### src/rtl/pcm_port_pkg.sv
package pcm_port_pkg;
  typedef enum logic {
    LAYOUT_TDM   = 1'b0,
    LAYOUT_LANES = 1'b1
  } layout_e;

  // Number of bit periods in one frame for the chosen layout.
  function automatic int unsigned frame_bits(logic lanes, int unsigned ch, int unsigned sw);
    return lanes ? sw : ch * sw;
  endfunction
endpackage

### src/rtl/pcm_edge_det.sv
module pcm_edge_det (
  input  logic clk,
  input  logic rst_n,
  input  logic sig,
  output logic rise,
  output logic fall
);
  logic sig_q;

  always_ff @(posedge clk or negedge rst_n) begin
    if (!rst_n) sig_q <= 1'b0;
    else        sig_q <= sig;
  end

  assign rise = sig & ~sig_q;
  assign fall = ~sig & sig_q;
endmodule

### src/rtl/pcm_tx.sv
module pcm_tx #(
  parameter int CH = 4,
  parameter int SW = 8
) (
  input  logic             clk,
  input  logic             rst_n,
  input  logic             bclk_rise,
  input  logic             sync_rise,
  input  logic             lanes_mode,
  input  logic [CH*SW-1:0] tx_flat,
  output logic [CH-1:0]    dout,
  output logic [CH-1:0]    dout_oe
);
  import pcm_port_pkg::*;
  localparam int FW = CH * SW;
  localparam int CW = $clog2(FW);

  logic          active;
  logic          lanes_q;
  logic [CW-1:0] cnt;
  logic [CW-1:0] last_idx;
  logic [FW-1:0] sh [CH];
  logic          frame_end;

  function automatic logic [FW-1:0] load_word(logic lanes, int lane, logic [FW-1:0] flat);
    logic [FW-1:0] w;
    w = '0;
    if (lanes) begin
      w[FW-1 -: SW] = flat[lane*SW +: SW];
    end else if (lane == 0) begin
      for (int c = 0; c < CH; c++) w[FW-1-c*SW -: SW] = flat[c*SW +: SW];
    end
    return w;
  endfunction

  assign last_idx  = CW'(frame_bits(lanes_q, CH, SW) - 1);
  assign frame_end = active & bclk_rise & ~sync_rise & (cnt == last_idx);

  always_ff @(posedge clk or negedge rst_n) begin
    if (!rst_n) begin
      active  <= 1'b0;
      lanes_q <= 1'b0;
      cnt     <= '0;
      for (int l = 0; l < CH; l++) sh[l] <= '0;
    end else if (sync_rise) begin
      active  <= 1'b1;
      lanes_q <= lanes_mode;
      cnt     <= '0;
      for (int l = 0; l < CH; l++) sh[l] <= load_word(lanes_mode, l, tx_flat);
    end else if (active && bclk_rise) begin
      if (cnt == last_idx) active <= 1'b0;
      else                 cnt    <= cnt + 1'b1;
      for (int l = 0; l < CH; l++) sh[l] <= sh[l] << 1;
    end
  end

  for (genvar l = 0; l < CH; l++) begin : g_lane
    if (l == 0) begin : g_first
      assign dout_oe[l] = active;
    end else begin : g_other
      assign dout_oe[l] = active & lanes_q;
    end
    assign dout[l] = dout_oe[l] ? sh[l][FW-1] : 1'b1;
  end


  tx_sync_restart_chk: assert property (@(posedge clk) disable iff (!rst_n)
    sync_rise |=> (active && cnt == '0));

  tx_release_chk: assert property (@(posedge clk) disable iff (!rst_n)
    frame_end |=> (dout_oe == '0 && dout == '1));

  tx_hold_chk: assert property (@(posedge clk) disable iff (!rst_n)
    (active && !bclk_rise && !sync_rise) |=> $stable(dout));
endmodule

### src/rtl/pcm_rx.sv
module pcm_rx #(
  parameter int CH = 4,
  parameter int SW = 8
) (
  input  logic             clk,
  input  logic             rst_n,
  input  logic             bclk_fall,
  input  logic             sync_rise,
  input  logic             lanes_mode,
  input  logic [CH-1:0]    din,
  output logic [CH*SW-1:0] rx_flat,
  output logic             rx_valid
);
  import pcm_port_pkg::*;
  localparam int FW = CH * SW;
  localparam int CW = $clog2(FW);

  logic          active;
  logic          lanes_q;
  logic [CW-1:0] cnt;
  logic [CW-1:0] last_idx;
  logic [FW-1:0] sh  [CH];
  logic [FW-1:0] nxt [CH];
  logic [FW-1:0] unpacked;
  logic          frame_done;

  for (genvar l = 0; l < CH; l++) begin : g_shift
    assign nxt[l] = {sh[l][FW-2:0], din[l]};
  end

  always_comb begin
    unpacked = '0;
    for (int c = 0; c < CH; c++) begin
      if (lanes_q) unpacked[c*SW +: SW] = nxt[c][SW-1:0];
      else         unpacked[c*SW +: SW] = nxt[CH-1][FW-1-c*SW -: SW];
    end
  end

  assign last_idx   = CW'(frame_bits(lanes_q, CH, SW) - 1);
  assign frame_done = active & bclk_fall & ~sync_rise & (cnt == last_idx);

  always_ff @(posedge clk or negedge rst_n) begin
    if (!rst_n) begin
      active   <= 1'b0;
      lanes_q  <= 1'b0;
      cnt      <= '0;
      rx_flat  <= '0;
      rx_valid <= 1'b0;
      for (int l = 0; l < CH; l++) sh[l] <= '0;
    end else begin
      rx_valid <= frame_done;
      if (sync_rise) begin
        active  <= 1'b1;
        lanes_q <= lanes_mode;
        cnt     <= '0;
      end else if (active && bclk_fall) begin
        for (int l = 0; l < CH; l++) sh[l] <= nxt[l];
        if (cnt == last_idx) begin
          active  <= 1'b0;
          rx_flat <= unpacked;
        end else begin
          cnt <= cnt + 1'b1;
        end
      end
    end
  end


  rx_valid_single_chk: assert property (@(posedge clk) disable iff (!rst_n)
    rx_valid |=> !rx_valid);

  rx_sync_start_chk: assert property (@(posedge clk) disable iff (!rst_n)
    sync_rise |=> (active && cnt == '0));

  rx_idle_hold_chk: assert property (@(posedge clk) disable iff (!rst_n)
    (!active && !sync_rise) |=> ($stable(rx_flat) && !rx_valid));
endmodule

### src/rtl/pcm_port.sv
module pcm_port #(
  parameter int CH = 4,
  parameter int SW = 8
) (
  input  logic             clk,
  input  logic             rst_n,
  input  logic             bclk,
  input  logic             tx_sync,
  input  logic             rx_sync,
  input  logic             lanes_mode,
  input  logic [CH-1:0]    din,
  input  logic [CH*SW-1:0] tx_samples,
  output logic [CH-1:0]    dout,
  output logic [CH-1:0]    dout_oe,
  output logic [CH*SW-1:0] rx_samples,
  output logic             rx_valid
);
  logic bclk_rise, bclk_fall;
  logic txs_rise, txs_fall;
  logic rxs_rise, rxs_fall;

  pcm_edge_det u_bclk_edge (.clk(clk), .rst_n(rst_n), .sig(bclk),
                            .rise(bclk_rise), .fall(bclk_fall));
  pcm_edge_det u_txs_edge  (.clk(clk), .rst_n(rst_n), .sig(tx_sync),
                            .rise(txs_rise), .fall(txs_fall));
  pcm_edge_det u_rxs_edge  (.clk(clk), .rst_n(rst_n), .sig(rx_sync),
                            .rise(rxs_rise), .fall(rxs_fall));

  pcm_tx #(.CH(CH), .SW(SW)) u_tx (
    .clk(clk), .rst_n(rst_n), .bclk_rise(bclk_rise), .sync_rise(txs_rise),
    .lanes_mode(lanes_mode), .tx_flat(tx_samples), .dout(dout), .dout_oe(dout_oe));

  pcm_rx #(.CH(CH), .SW(SW)) u_rx (
    .clk(clk), .rst_n(rst_n), .bclk_fall(bclk_fall), .sync_rise(rxs_rise),
    .lanes_mode(lanes_mode), .din(din), .rx_flat(rx_samples), .rx_valid(rx_valid));

  // a sync edge mid-transmit never drops the enables in the same cycle
  oe_on_sync_chk: assert property (@(posedge clk) disable iff (!rst_n)
    txs_rise |=> dout_oe[0]);
endmodule

### config.mk
export PLATFORM = sky130hd
export DESIGN_NAME = pcm_port
export DESIGN_NICKNAME = d
export VERILOG_FILES = /design/src/rtl/pcm_port_pkg.sv /design/src/rtl/pcm_edge_det.sv /design/src/rtl/pcm_tx.sv /design/src/rtl/pcm_rx.sv /design/src/rtl/pcm_port.sv
export SDC_FILE = /design/constraint.sdc
export NUM_CORES = 1
export LEC_CHECK = 0
export BUFFER_PORTS_ARGS = -buffer_cell sky130_fd_sc_hd__buf_2
export CAP_MARGIN = 40
export CORE_MARGIN = 5
export CORE_UTILIZATION = 40
export CTS_BUF_LIST = sky130_fd_sc_hd__clkbuf_8
export DETAILED_ROUTE_END_ITERATION = 10
export GPL_TIMING_DRIVEN = 0
export SYNTH_ARGS = -nofsm -noshare
export SYNTH_HDL_FRONTEND = slang
export SYNTH_SLANG_ARGS = --single-unit
export TNS_END_PERCENT = 1
### constraint.sdc
create_clock -name clk -period 3.75 [get_ports clk]
set_input_delay 0.375 -clock clk [delete_from_list [all_inputs] [get_ports clk]]
set_output_delay 0.375 -clock clk [all_outputs]
set_load 0.05 [all_outputs]
# [After elaboration in Yosys (flattened, before gate mapping)]
# Cells that the tools add are included.
[totals] reg_bits=230 input_bits=42 output_inout_bits=41 word_cells=79
[op_classes] n_addsub=4 eq_ne=4 n_mux=27 bitwise_logic=13 reduce_logical=12
[op_table] operator="128-bit 2-to-1 mux" n=2
[op_table] operator="8-bit 2-to-1 mux" n=6
[op_table] operator="5-bit 2-to-1 mux" n=6
[op_table] operator="24-bit 2-to-1 mux" n=1
[op_table] operator="5-bit by 1-bit adder with 5-bit output (second input constant)" n=2
[op_table] operator="5-bit == test" n=2
[op_table] operator="1-bit 2-to-1 mux" n=10
[op_table] operator="2-bit AND reduction" n=5
[op_table] operator="5-bit by 1-bit subtractor with 5-bit output (second input constant)" n=2
[op_table] operator="1-bit AND" n=8
[op_table] operator="4-bit 2-to-1 mux" n=2
[op_table] operator="2-bit nonzero test" n=4
[op_table] operator="1-bit NOT" n=5
[op_table] operator="3-bit AND reduction" n=1
[op_table] operator="1-bit logical AND" n=2
[op_table] operator="2-bit by 1-bit != test with 1-bit output (second input constant)" n=1
[op_table] operator="2-bit != test (second input constant)" n=1

# [Depth between registers and ports, before layout]
# Gate-level depths: netlist of run 1.
[depth] ltp_word=6 ltp_mapped=7 ltp_nobuf=5

# [Cells and area by module]
# A second synthesis of run 1 with hierarchy kept.
[unflattened] hier_cells=555 area_unflattened_um2=7128.1
[by_module_without_submodules] mod="pcm_rx" n_inst=1 cells_per_inst=254 area_per_inst_um2=3895.0 seq_area_each_um2=2302.2
[by_module_without_submodules] mod="pcm_tx" n_inst=1 cells_per_inst=292 area_per_inst_um2=3113.0 seq_area_each_um2=1576.5
[by_module_without_submodules] mod="pcm_edge_det" n_inst=3 cells_per_inst=3 area_per_inst_um2=40.0 seq_area_each_um2=25.0

# [Worst setup path after synthesis of run 1]
# No wires, ideal clock.
[synth_path] path_kind="reg2reg" start="register u_rx.lanes_q" end="register u_rx.rx_flat[24]" setup_time_ps=128 arrival_ps=1818 required_time_ps=3622 setup_slack_ps=1804 stages_incl_launch_ff=6 path_buffers=2 period_less_slack_ps=1946 path_cell_list="dfrtp_1 > buf_4 > or3b_1 > a2111oi_4 > buf_4 > mux2_1"
[synth_between] elab_chain_cells=4
[synth_lines] item="start, declared" line="pcm_rx.sv:19" source="logic lanes_q;"
[synth_lines] item="start signal, assigned" line="pcm_rx.sv:54" source="lanes_q <= lanes_mode;"
[synth_lines] item="4-bit 2-to-1 mux" line="pcm_port_pkg.sv:9" source="return lanes ? sw : ch * sw;"
[synth_lines] item="5-bit by 1-bit subtractor with 5-bit output" line="pcm_rx.sv:39" source="assign last_idx = CW'(frame_bits(lanes_q, CH, SW) - 1);"
[synth_lines] item="5-bit == test" line="pcm_rx.sv:58" source="if (cnt == last_idx) begin"
[synth_lines] item="3-bit AND reduction (no line)"
[synth_lines] item="end signal, assigned" line="pcm_rx.sv:60" source="rx_flat <= unpacked;"
[synth_lines] item="end, declared" line="pcm_rx.sv:11" source="output logic [CH*SW-1:0] rx_flat,"
# Every way passes these cells.
# A chain may end at the register's enable or synchronous reset.

# [Worst setup path in the final report of run 1]
[layout_path] start="register u_tx.active" end="register u_tx.sh[116] in the netlist's numbering"
[layout_between] elab_chain_cells=2
[layout_lines] item="start, declared" line="pcm_tx.sv:18" source="logic active;"
[layout_lines] item="start signal, assigned" line="pcm_tx.sv:41" source="active <= 1'b0;"
[layout_lines] item="start signal, assigned" line="pcm_tx.sv:46" source="active <= 1'b1;"
[layout_lines] item="start signal, assigned" line="pcm_tx.sv:51" source="if (cnt == last_idx) active <= 1'b0;"
[layout_lines] item="1-bit logical AND" line="pcm_tx.sv:50" source="end else if (active && bclk_rise) begin"
[layout_lines] item="2-bit nonzero test (no line)"
[layout_lines] item="end, declared" line="pcm_tx.sv:22" source="logic [FW-1:0] sh [CH];"
# Every way passes these cells.

==> results of run 1 <==
==> kinds of logic after synthesis <==
kind of cell	share of synthesized area, %
AO/OA/AOI/OAI	10.64
buffers and inverters	3.278
multiplexers	13.55
adder cells (fa/ha/maj)	0.3662
flip-flops	57.88
AND/OR/NAND/NOR	14.29
==> sequential cells by signal, indices dropped and copies added (netlist names) <==
| signal | count |
|---|---|
| u_bclk_edge.sig_q | 1 |
| u_rx.active | 1 |
| u_rx.cnt | 5 |
| u_rx.lanes_q | 1 |
| u_rx.nxt | 52 |
| u_rx.rx_flat | 32 |
| u_rx.rx_valid | 1 |
| u_rxs_edge.sig_q | 1 |
| u_tx.active | 1 |
| u_tx.cnt | 5 |
| u_tx.lanes_q | 1 |
| u_tx.sh | 56 |
| u_txs_edge.sig_q | 1 |
==> worst max-delay path: stages, from the launching register on <==
cell      delay [ps]
dfrtp_1          460
and3b_1          200
clkbuf_1         190
nor2_1           210
clkbuf_1         440
clkbuf_1         410
nand2_1          100
o21ai_0           80
==> per-layer routing <==
layer  routed length [um]  vias to the layer above  track usage, %
li1                     -                     2393               -
met1                 7252                     2494           22.10
met2                 7327                      104           24.85
met3                  669                       13           3.928
met4                  155                        0           4.386
met5                    0                        -               0
==> worst max path at each step <==
stage	from	endpoint	slack, ps	cells past startpoint
global route	u_tx.active$_DFFE_PN0P_	u_tx.sh[116]$_DFFE_PN0P_	1390	7
global placement	rst_n	u_tx.sh[127]$_DFFE_PN0P_	10	1
CTS	u_tx.active$_DFFE_PN0P_	u_tx.sh[118]$_DFFE_PN0P_	1590	7
finish	u_tx.active$_DFFE_PN0P_	u_tx.sh[116]$_DFFE_PN0P_	1580	7
floorplan	u_rx.lanes_q$_DFFE_PN0P_	u_rx.rx_flat[24]$_DFFE_PN0P_	1800	5
detailed placement	bclk	u_tx.sh[113]$_DFFE_PN0P_	1570	8
==> power by group through the flow <==
| stage | combinational [mW] | sequential, mW | clock [mW] |
|---|---|---|---|
| after CTS | 0.658 | 2.16 | 1.16 |
| after global placement | 0.627 | 2.18 | 0 |
| after floorplan | 0.476 | 2.14 | 0 |
| after detailed placement | 0.655 | 2.20 | 0 |
| final | 0.650 | 2.16 | 1.13 |
| after global routing | 0.732 | 2.20 | 1.24 |
==> area by class of cell <==
type | count | area [um^2] | share of cell area (%)
timing repair buffer | 82 | 439.2 | 5.563
multi-input combinational | 418 | 2654 | 33.62
sequential | 158 | 3954 | 50.09
buffer | 49 | 220.2 | 2.790
tap | 220 | 275.3 | 3.487
inverter | 1 | 3.754 | 0.04755
clock inverter | 15 | 113.9 | 1.442
clock buffer | 17 | 234.0 | 2.964
==> cells in the final DEF, fill, tap and decap left out, types with 2 or more instances in the layout <==
| cell | synthesis | layout |
|---|---|---|
| o21ai_0 | 29 | 29 |
| nor3b_1 | 24 | 24 |
| nor2b_1 | 2 | 2 |
| buf_4 | 7 | 7 |
| dfrtp_1 | 158 | 158 |
| buf_2 | 8 | 88 |
| nand3b_1 | 4 | 4 |
| clkbuf_1 | 29 | 29 |
| nor2_1 | 58 | 58 |
| clkinv_2 | 0 | 4 |
| buf_1 | 5 | 5 |
| mux2_2 | 52 | 52 |
| nand2b_1 | 5 | 5 |
| and3b_1 | 3 | 3 |
| nand2_1 | 74 | 74 |
| a21oi_1 | 53 | 53 |
| o31ai_1 | 2 | 2 |
| a31oi_1 | 30 | 30 |
| nand3_1 | 23 | 23 |
| inv_6 | 0 | 4 |
| mux2i_1 | 25 | 25 |
| clkinvlp_4 | 0 | 2 |
| or3_1 | 3 | 3 |
| a32o_1 | 3 | 3 |
| mux2_1 | 8 | 8 |
| o211ai_1 | 3 | 3 |
| nand4_1 | 3 | 3 |
| clkinv_4 | 0 | 5 |
| clkbuf_8 | 0 | 17 |
| ha_1 | 2 | 2 |
| or2_2 | 3 | 3 |
==> per-stage QoR <==
stage | cells | util (%) | total power, mW | hold WS [ps] | instance area, um^2
after floorplan | 626 | - | 2.620 | 79.41 | 6832
after global placement | 927 | 45.14 | 2.805 | 464.4 | 7512
after detailed placement | 928 | 45.34 | 2.852 | 470.1 | 7546
after CTS | 960 | 47.43 | 3.984 | 22.92 | 7894
after global routing | 960 | 47.43 | 4.164 | 17.63 | 7894
final | 960 | 47.43 | 3.939 | -1.887 | 7894
==> run metrics, run 1 <==
worst-path maximum fanout 10; I/O pin cnt 83; most common library cells after synthesis dfrtp_1, nand2_1, nor2_1; DRT Pass-1 Iters 5; Antenna Nets Post-Route 0; GR Overflow Total 0; GRT Total Usage 15.86%; DP HPWL 10920 um; ranking of synthesized cells by area dfrtp_1, mux2_2, nand2_1; Die X 140.7 um; YS warnings 0; status finished with violations; DR vias 5004; switch share 30.27%; Hold Crit Class in2async; clk_lat worst skew 450 ps; # hold bufs at CTS 0; worst slew pin tran 849.7 ps; Synth top area share 57.88%; Data arrival, critical path 2530 ps; first-pass GRT wire length 25420 um; core area 16640 um^2; Setup crit start kind register; vias in the first global route 5078; largest area contributor in the netlist dfrtp_1; number of max-cap violations 0; cell area after synthesis 6832 um^2; Placer Congestion 0.8086; Peak VDD IR 0.2129 mV; TritonCTS clock tree done; initial DRC count 300; Clock Power Share 28.6%; R2R Path End u_tx.sh[116]$_DFFE_PN0P_; post-CTS sizing 0; Clock transition at path regs 80 ps; critical path class reg2reg; Nets 771; Tmin final 2166 ps; max-slew violation count 0; cell area power density 499.0 nW/um^2; Starting Density 41.05%; syn avg cell area 10.91 um^2; clock buffer count from CTS 17; num rows 47; CP endpoint kind register; Die Area 19790 um^2; Die Y 140.7 um; routed length per instance 16.05 um; RSZ-0062 raised after global routing no; Achievable Freq 461.7 MHz; setup tns final 0 ps; initial antenna violation count 0; port bufs 81; fill count 1557; asr flop ratio synth 100.0%; Vias/cell 5.213; Final Skew 9.095 ps; setup violators final 0; largest net degree at the start of global routing 93; Max transition margin 43.35%; combinational power share 16.5%; dpl ws 1575 ps; synth unique cells 36; P_int 2.746 mW; CTS Root Cell clkbuf_8; r2r setup slk 1580 ps; failing checks hold timing; Hold WS -1.887 ps; final worst setup slack 1584 ps; Switch Pwr 1.192 mW; routed wire length 15410 um; top_reg_cell synth dfrtp_1; Post-CTS Setup Repair Bufs 0; Synth Instances 626; clock tree buffer depth 2; Worst R2R Path Depth 7; reg2reg start u_tx.active$_DFFE_PN0P_; Tcrit/Tclk final 57.76%; post-synth net total 670; Area Overhead vs Synth 15.55%; ANT cells 0; TritonCTS Sinks 158; register area share after synthesis 57.88%; Pleak 3.697 nW; Sequential Power Share 54.9%; most common cell in the netlist dfrtp_1; H-tree levels 4; share of cells above drive strength 1 25.00%; drt drc 0; Worst Path Required 4120 ps; Post-synth EDFFs 0; count of final hold-check violations 2; synthesized flop and latch total 158
(Power assumes the default switching activity.)
==> inputs of run 2 (changes only) <==
- clock period: 3.75 -> 1.9 ns (I/O delays scaled with it)
==> run metrics, run 2 (same netlist as run 1, synthesis figures left out) <==
vias in the first global route 5224; drt drc 0; Achievable Freq 510.2 MHz; CTS Root Cell clkbuf_8; Die Y 140.7 um; Tmin final 1960 ps; H-tree levels 4; Final Skew 11.24 ps; largest net degree at the start of global routing 57; Top reg by flops u_tx.sh; CP endpoint kind register; worst slew pin tran 704.7 ps; Final Core Density 50.30%; I/O pin cnt 83; max-slew violation count 0; port bufs 81; placed cell count 929; Non-Filler Instances 993; Hold Crit Start tx_samples[18]; fill count 1537; GRT Total Usage 16.32%; GR Overflow Total 0; status finished with violations; ANT cells 0; initial antenna violation count 1; area of the multi-input gates 2676 um^2; DP HPWL 10960 um; Peak VDD IR 0.5668 mV; most common cell after layout, fill and taps aside dfrtp_1; commonest cells after routing, fill and taps aside dfrtp_1, buf_2, nand2_1, nor2_1, a21oi_1; share of cells above drive strength 1 26.78%; Nets 804; clock tree buffer depth 2; clock buffer count from CTS 17; initial DRC count 335; Vias/cell 5.165; Placer Congestion 0.8068; setup violators final 8; Clock transition at path regs 90 ps; Hold Crit Class in2reg; reg2reg start u_rx.cnt[4]$_DFFE_PN0P_; critical path class reg2reg; routed length per instance 15.70 um; Antenna Nets Post-Route 0; origin of the worst setup path u_rx.cnt[4]$_DFFE_PN0P_; Seq. cell area 3954 um^2; num rows 47; Starting Density 41.05%; core area 16640 um^2; final worst setup slack -60.14 ps; Area Overhead vs Synth 22.55%; Setup crit start kind register; failing checks setup timing; clk_lat worst skew 460 ps; TritonCTS Sinks 158; Tot Pwr 8.189 mW; Die X 140.7 um; max FFs per register 56; TritonCTS clock tree done; Tcrit/Tclk final 103.2%; DRT Pass-1 Iters 7; cell area power density 978.2 nW/um^2; Max transition margin 53.02%; number of max-cap violations 0; first-pass GRT wire length 26140 um; Data arrival, critical path 2300 ps; routed wire length 15590 um; count of final hold-check violations 0; worst-path maximum fanout 5; RSZ-0062 raised after global routing yes; DR vias 5129; Die Area 19790 um^2; Pleak 3.909 nW; Worst Path Required 2240 ps
## run 2: stage by stage
step / hold WS (ps) / area [um^2] / TNS, ps / setup slack [ps]
5_1_grt: 21.97 / 8372 / -2570 / -113.0
3_3_place_gp: 326.6 / 7515 / -273090 / -1689
6_report: 30.75 / 8372 / -329.8 / -60.14
2_1_floorplan: -105.6 / 6834 / 0 / 30.81
3_5_place_dp: 174.5 / 7576 / -10220 / -243.8
4_1_cts: 0.6499 / 8314 / -3038 / -151.2
## run 2: final timing paths
kind / slack (ps) / depth (start not counted) / end
max: -60 / 5 / u_rx.rx_flat[26]$_DFFE_PN0P_
max reg2reg: -60 / 5 / u_rx.rx_flat[26]$_DFFE_PN0P_
min in group asynchronous: 240 / 2 / u_rx.rx_flat[30]$_DFFE_PN0P_
max in group asynchronous: 1020 / 3 / u_tx.sh[24]$_DFFE_PN0P_
min: 30 / 3 / u_tx.sh[58]$_DFFE_PN0P_
min reg2reg: 490 / 2 / u_tx.sh[113]$_DFFE_PN0P_
## run 2: report_power, final
| part | switching, mW | internal [mW] |
|---|---|---|
| combinational | 0.696 | 0.648 |
| sequential | 0.356 | 3.91 |
| clock | 1.36 | 1.21 |
| total | 2.42 | 5.77 |
## run 2: area by class of cell
class	count	area share [%]
sequential	158	47.23
multi-input combinational	418	31.97
timing repair buffer	115	9.386
tap	220	3.288
buffer	49	3.153
clock buffer	17	2.795
clock inverter	15	2.137
inverter	1	0.04484
## run 2: what timing repair did
action | CTS | global route
hold buffers | 27 | 0
resized for setup | 14 | 18
cloned | 1 | 0
hold endpoints to repair | 75 | 0
setup endpoints to repair | 96 | 124
buffers inserted | 2 | 2
pin swaps | 1 | 2
## run 2: per-layer routing
metal	global-route usage [%]	wire length (um)	vias up
li1	-	-	2468
met3	4.030	634	16
met2	25.83	7463	107
met4	4.182	185	2
met1	22.66	7292	2536
met5	0	13	-
## run 2: critical path, stage by stage, from the launching register on
cell and delay, ps:
dfrtp_1 430, or3b_4 440, a2111oi_4 320, buf_6 180, buf_6 130, mux2_1 330
==> inputs of run 3 (changes only) <==
- PLACE_DENSITY: unset -> 0.69
- SYNTH_HIERARCHICAL: unset -> 1
==> run metrics, run 3 <==
status finished with violations; failing checks setup timing; Peak VDD IR 0.5401 mV; Vias/cell 5.105; Setup crit start kind register; CP endpoint kind register; fill count 1492; max-slew violation count 0; H-tree levels 4; final worst setup slack -43.41 ps; CP bufs+invs 3; worst slew pin tran 743.6 ps; Tot Pwr 8.181 mW; initial antenna violation count 0; Die Area 20540 um^2; ANT cells 0; crit-path cells or3b_1 > buf_6 > a211oi_4 > buf_6 > buf_12 > mux2_2; Clock transition at path regs 80 ps; max FFs per register 56; share of cells above drive strength 1 38.77%; dpl ws -297.0 ps; clk_lat worst skew 450 ps; Top reg by flops u_tx/sh; Starting Density 40.97%; YS warnings 6; critical path class reg2reg; Final Skew 8.127 ps; I/O pin cnt 83; commonest cells after routing, fill and taps aside dfrtp_1, buf_2, mux2_2, nand2_1, mux2i_1; Nets 748; CP dominant cell by count buf_6; initial DRC count 180; first-pass GRT wire length 25430 um; vias in the first global route 5058; most common cell after layout, fill and taps aside dfrtp_1; RSZ-0062 raised after global routing yes; DR vias 4809; CP top delay family buffers and inverters; CP peak stage delay 420 ps; number of max-cap violations 0; area of the multi-input gates 2982 um^2; Synth Instances 553; clock buffer count from CTS 17; TritonCTS Sinks 158; Hold Crit Class in2reg; Tmin final 1943 ps; Tcrit/Tclk final 102.3%; CP max stage cell dfrtp_1; Die Y 143.3 um; Data arrival, critical path 2280 ps; post-synth net total 597; r2r setup slk -40 ps; worst-path maximum fanout 10; port bufs 82; Worst Path Required 2240 ps; Area Overhead vs Synth 24.97%; routed wire length 15270 um; CTS Root Cell clkbuf_8; TritonCTS clock tree done; num rows 48; Placer Congestion 0.8267; GR Overflow Total 0; Max transition margin 50.43%; setup violators final 19; routed length per instance 16.21 um; DRT Pass-1 Iters 4; GRT Total Usage 15.43%; cell area power density 920.7 nW/um^2; Die X 143.3 um; count of final hold-check violations 0; Achievable Freq 514.6 MHz; Pleak 4.196 nW; core area 17360 um^2; DP HPWL 10480 um; Antenna Nets Post-Route 0; Seq. cell area 3956 um^2; clock tree buffer depth 2; syn avg cell area 12.86 um^2; drt drc 0; cell area after synthesis 7111 um^2; largest net degree at the start of global routing 82
## run 3: cell types whose count changed in the layout (fill, tap and decap cells not counted), sizes merged, moves of 5 or more
cell	previous run	this run
a31oi	30	0
o21ai	29	51
nor2	58	1
buf	105	111
mux2i	25	52
nor3b	24	2
mux2	60	109
a21oi	53	3
clkbuf	49	39
dlygate4sd3	27	40
nand2	74	57
nand3	23	10
nor2b	2	7
## run 3: worst reg2reg max path, cell delays in order (launching register included)
cell and delay (ps):
dfrtp_1 420, or3b_1 400, buf_6 130, a211oi_4 240, buf_6 170, buf_12 140
mux2_2 330
## run 3: where the power goes
group	internal [mW]	switching, mW
combinational	0.797	0.710
sequential	3.88	0.350
clock	1.19	1.25
## run 3: cell type report
type | count | share of cell area (%)
Clock inverter | 11 | 1.225
Timing Repair Buffer | 133 | 10.87
Sequential cell | 158 | 44.52
Buffer | 36 | 3.281
Multi-Input combinational cell | 355 | 33.55
Tap cell | 225 | 3.168
Clock buffer | 21 | 3.253
Inverter | 3 | 0.1267
## run 3: timing repair
| action | 4_1_cts | 5_1_grt |
|---|---|---|
| pin swaps | 1 | 2 |
| endpoints found under the setup margin | 85 | 58 |
| cloned | 0 | 2 |
| buffers inserted | 4 | 4 |
| gates resized for setup | 10 | 38 |
| hold buffers | 40 | 0 |
| hold endpoints to repair | 143 | 0 |
## run 3: final timing paths
kind | from | end | cells after the start
min in group asynchronous | rst_n | u_tx/sh[106]$_DFFE_PN0P_ | 2
max reg2reg | u_rx/cnt[4]$_DFFE_PN0P_ | u_rx/rx_flat[9]$_DFFE_PN0P_ | 6
min | lanes_mode | u_tx/sh[119]$_DFFE_PN0P_ | 2
max | u_rx/cnt[4]$_DFFE_PN0P_ | u_rx/rx_flat[9]$_DFFE_PN0P_ | 6
max in group asynchronous | rst_n | u_rx/cnt[3]$_DFFE_PN0P_ | 3
min reg2reg | u_rx/nxt[71]$_DFFE_PN0P_ | u_rx/nxt[71]$_DFFE_PN0P_ | 1
## run 3: metrics by stage
step / util (%) / std cells / setup TNS (ps) / area [um^2] / hold WS, ps
3_3_place_gp: 44.95 / 860 / -267610 / 7802 / 312.9
3_5_place_dp: 45.15 / 861 / -17530 / 7836 / 276.5
5_1_grt: 51.20 / 942 / -1781 / 8886 / 37.96
6_report: 51.20 / 942 / -465.9 / 8886 / 64.56
4_1_cts: 49.99 / 936 / -2004 / 8676 / 28.58
2_1_floorplan: - / 553 / 0 / 7111 / -105.6
## run 3: routing by layer
layer / wire length (um) / GRT usage (%) / share of wire [%]
met3: 799 / 4.260 / 5.2
met2: 7399 / 25.67 / 48
met4: 132 / 3.717 / 0.86
met5: 0 / 0 / 0
met1: 6940 / 20.23 / 45
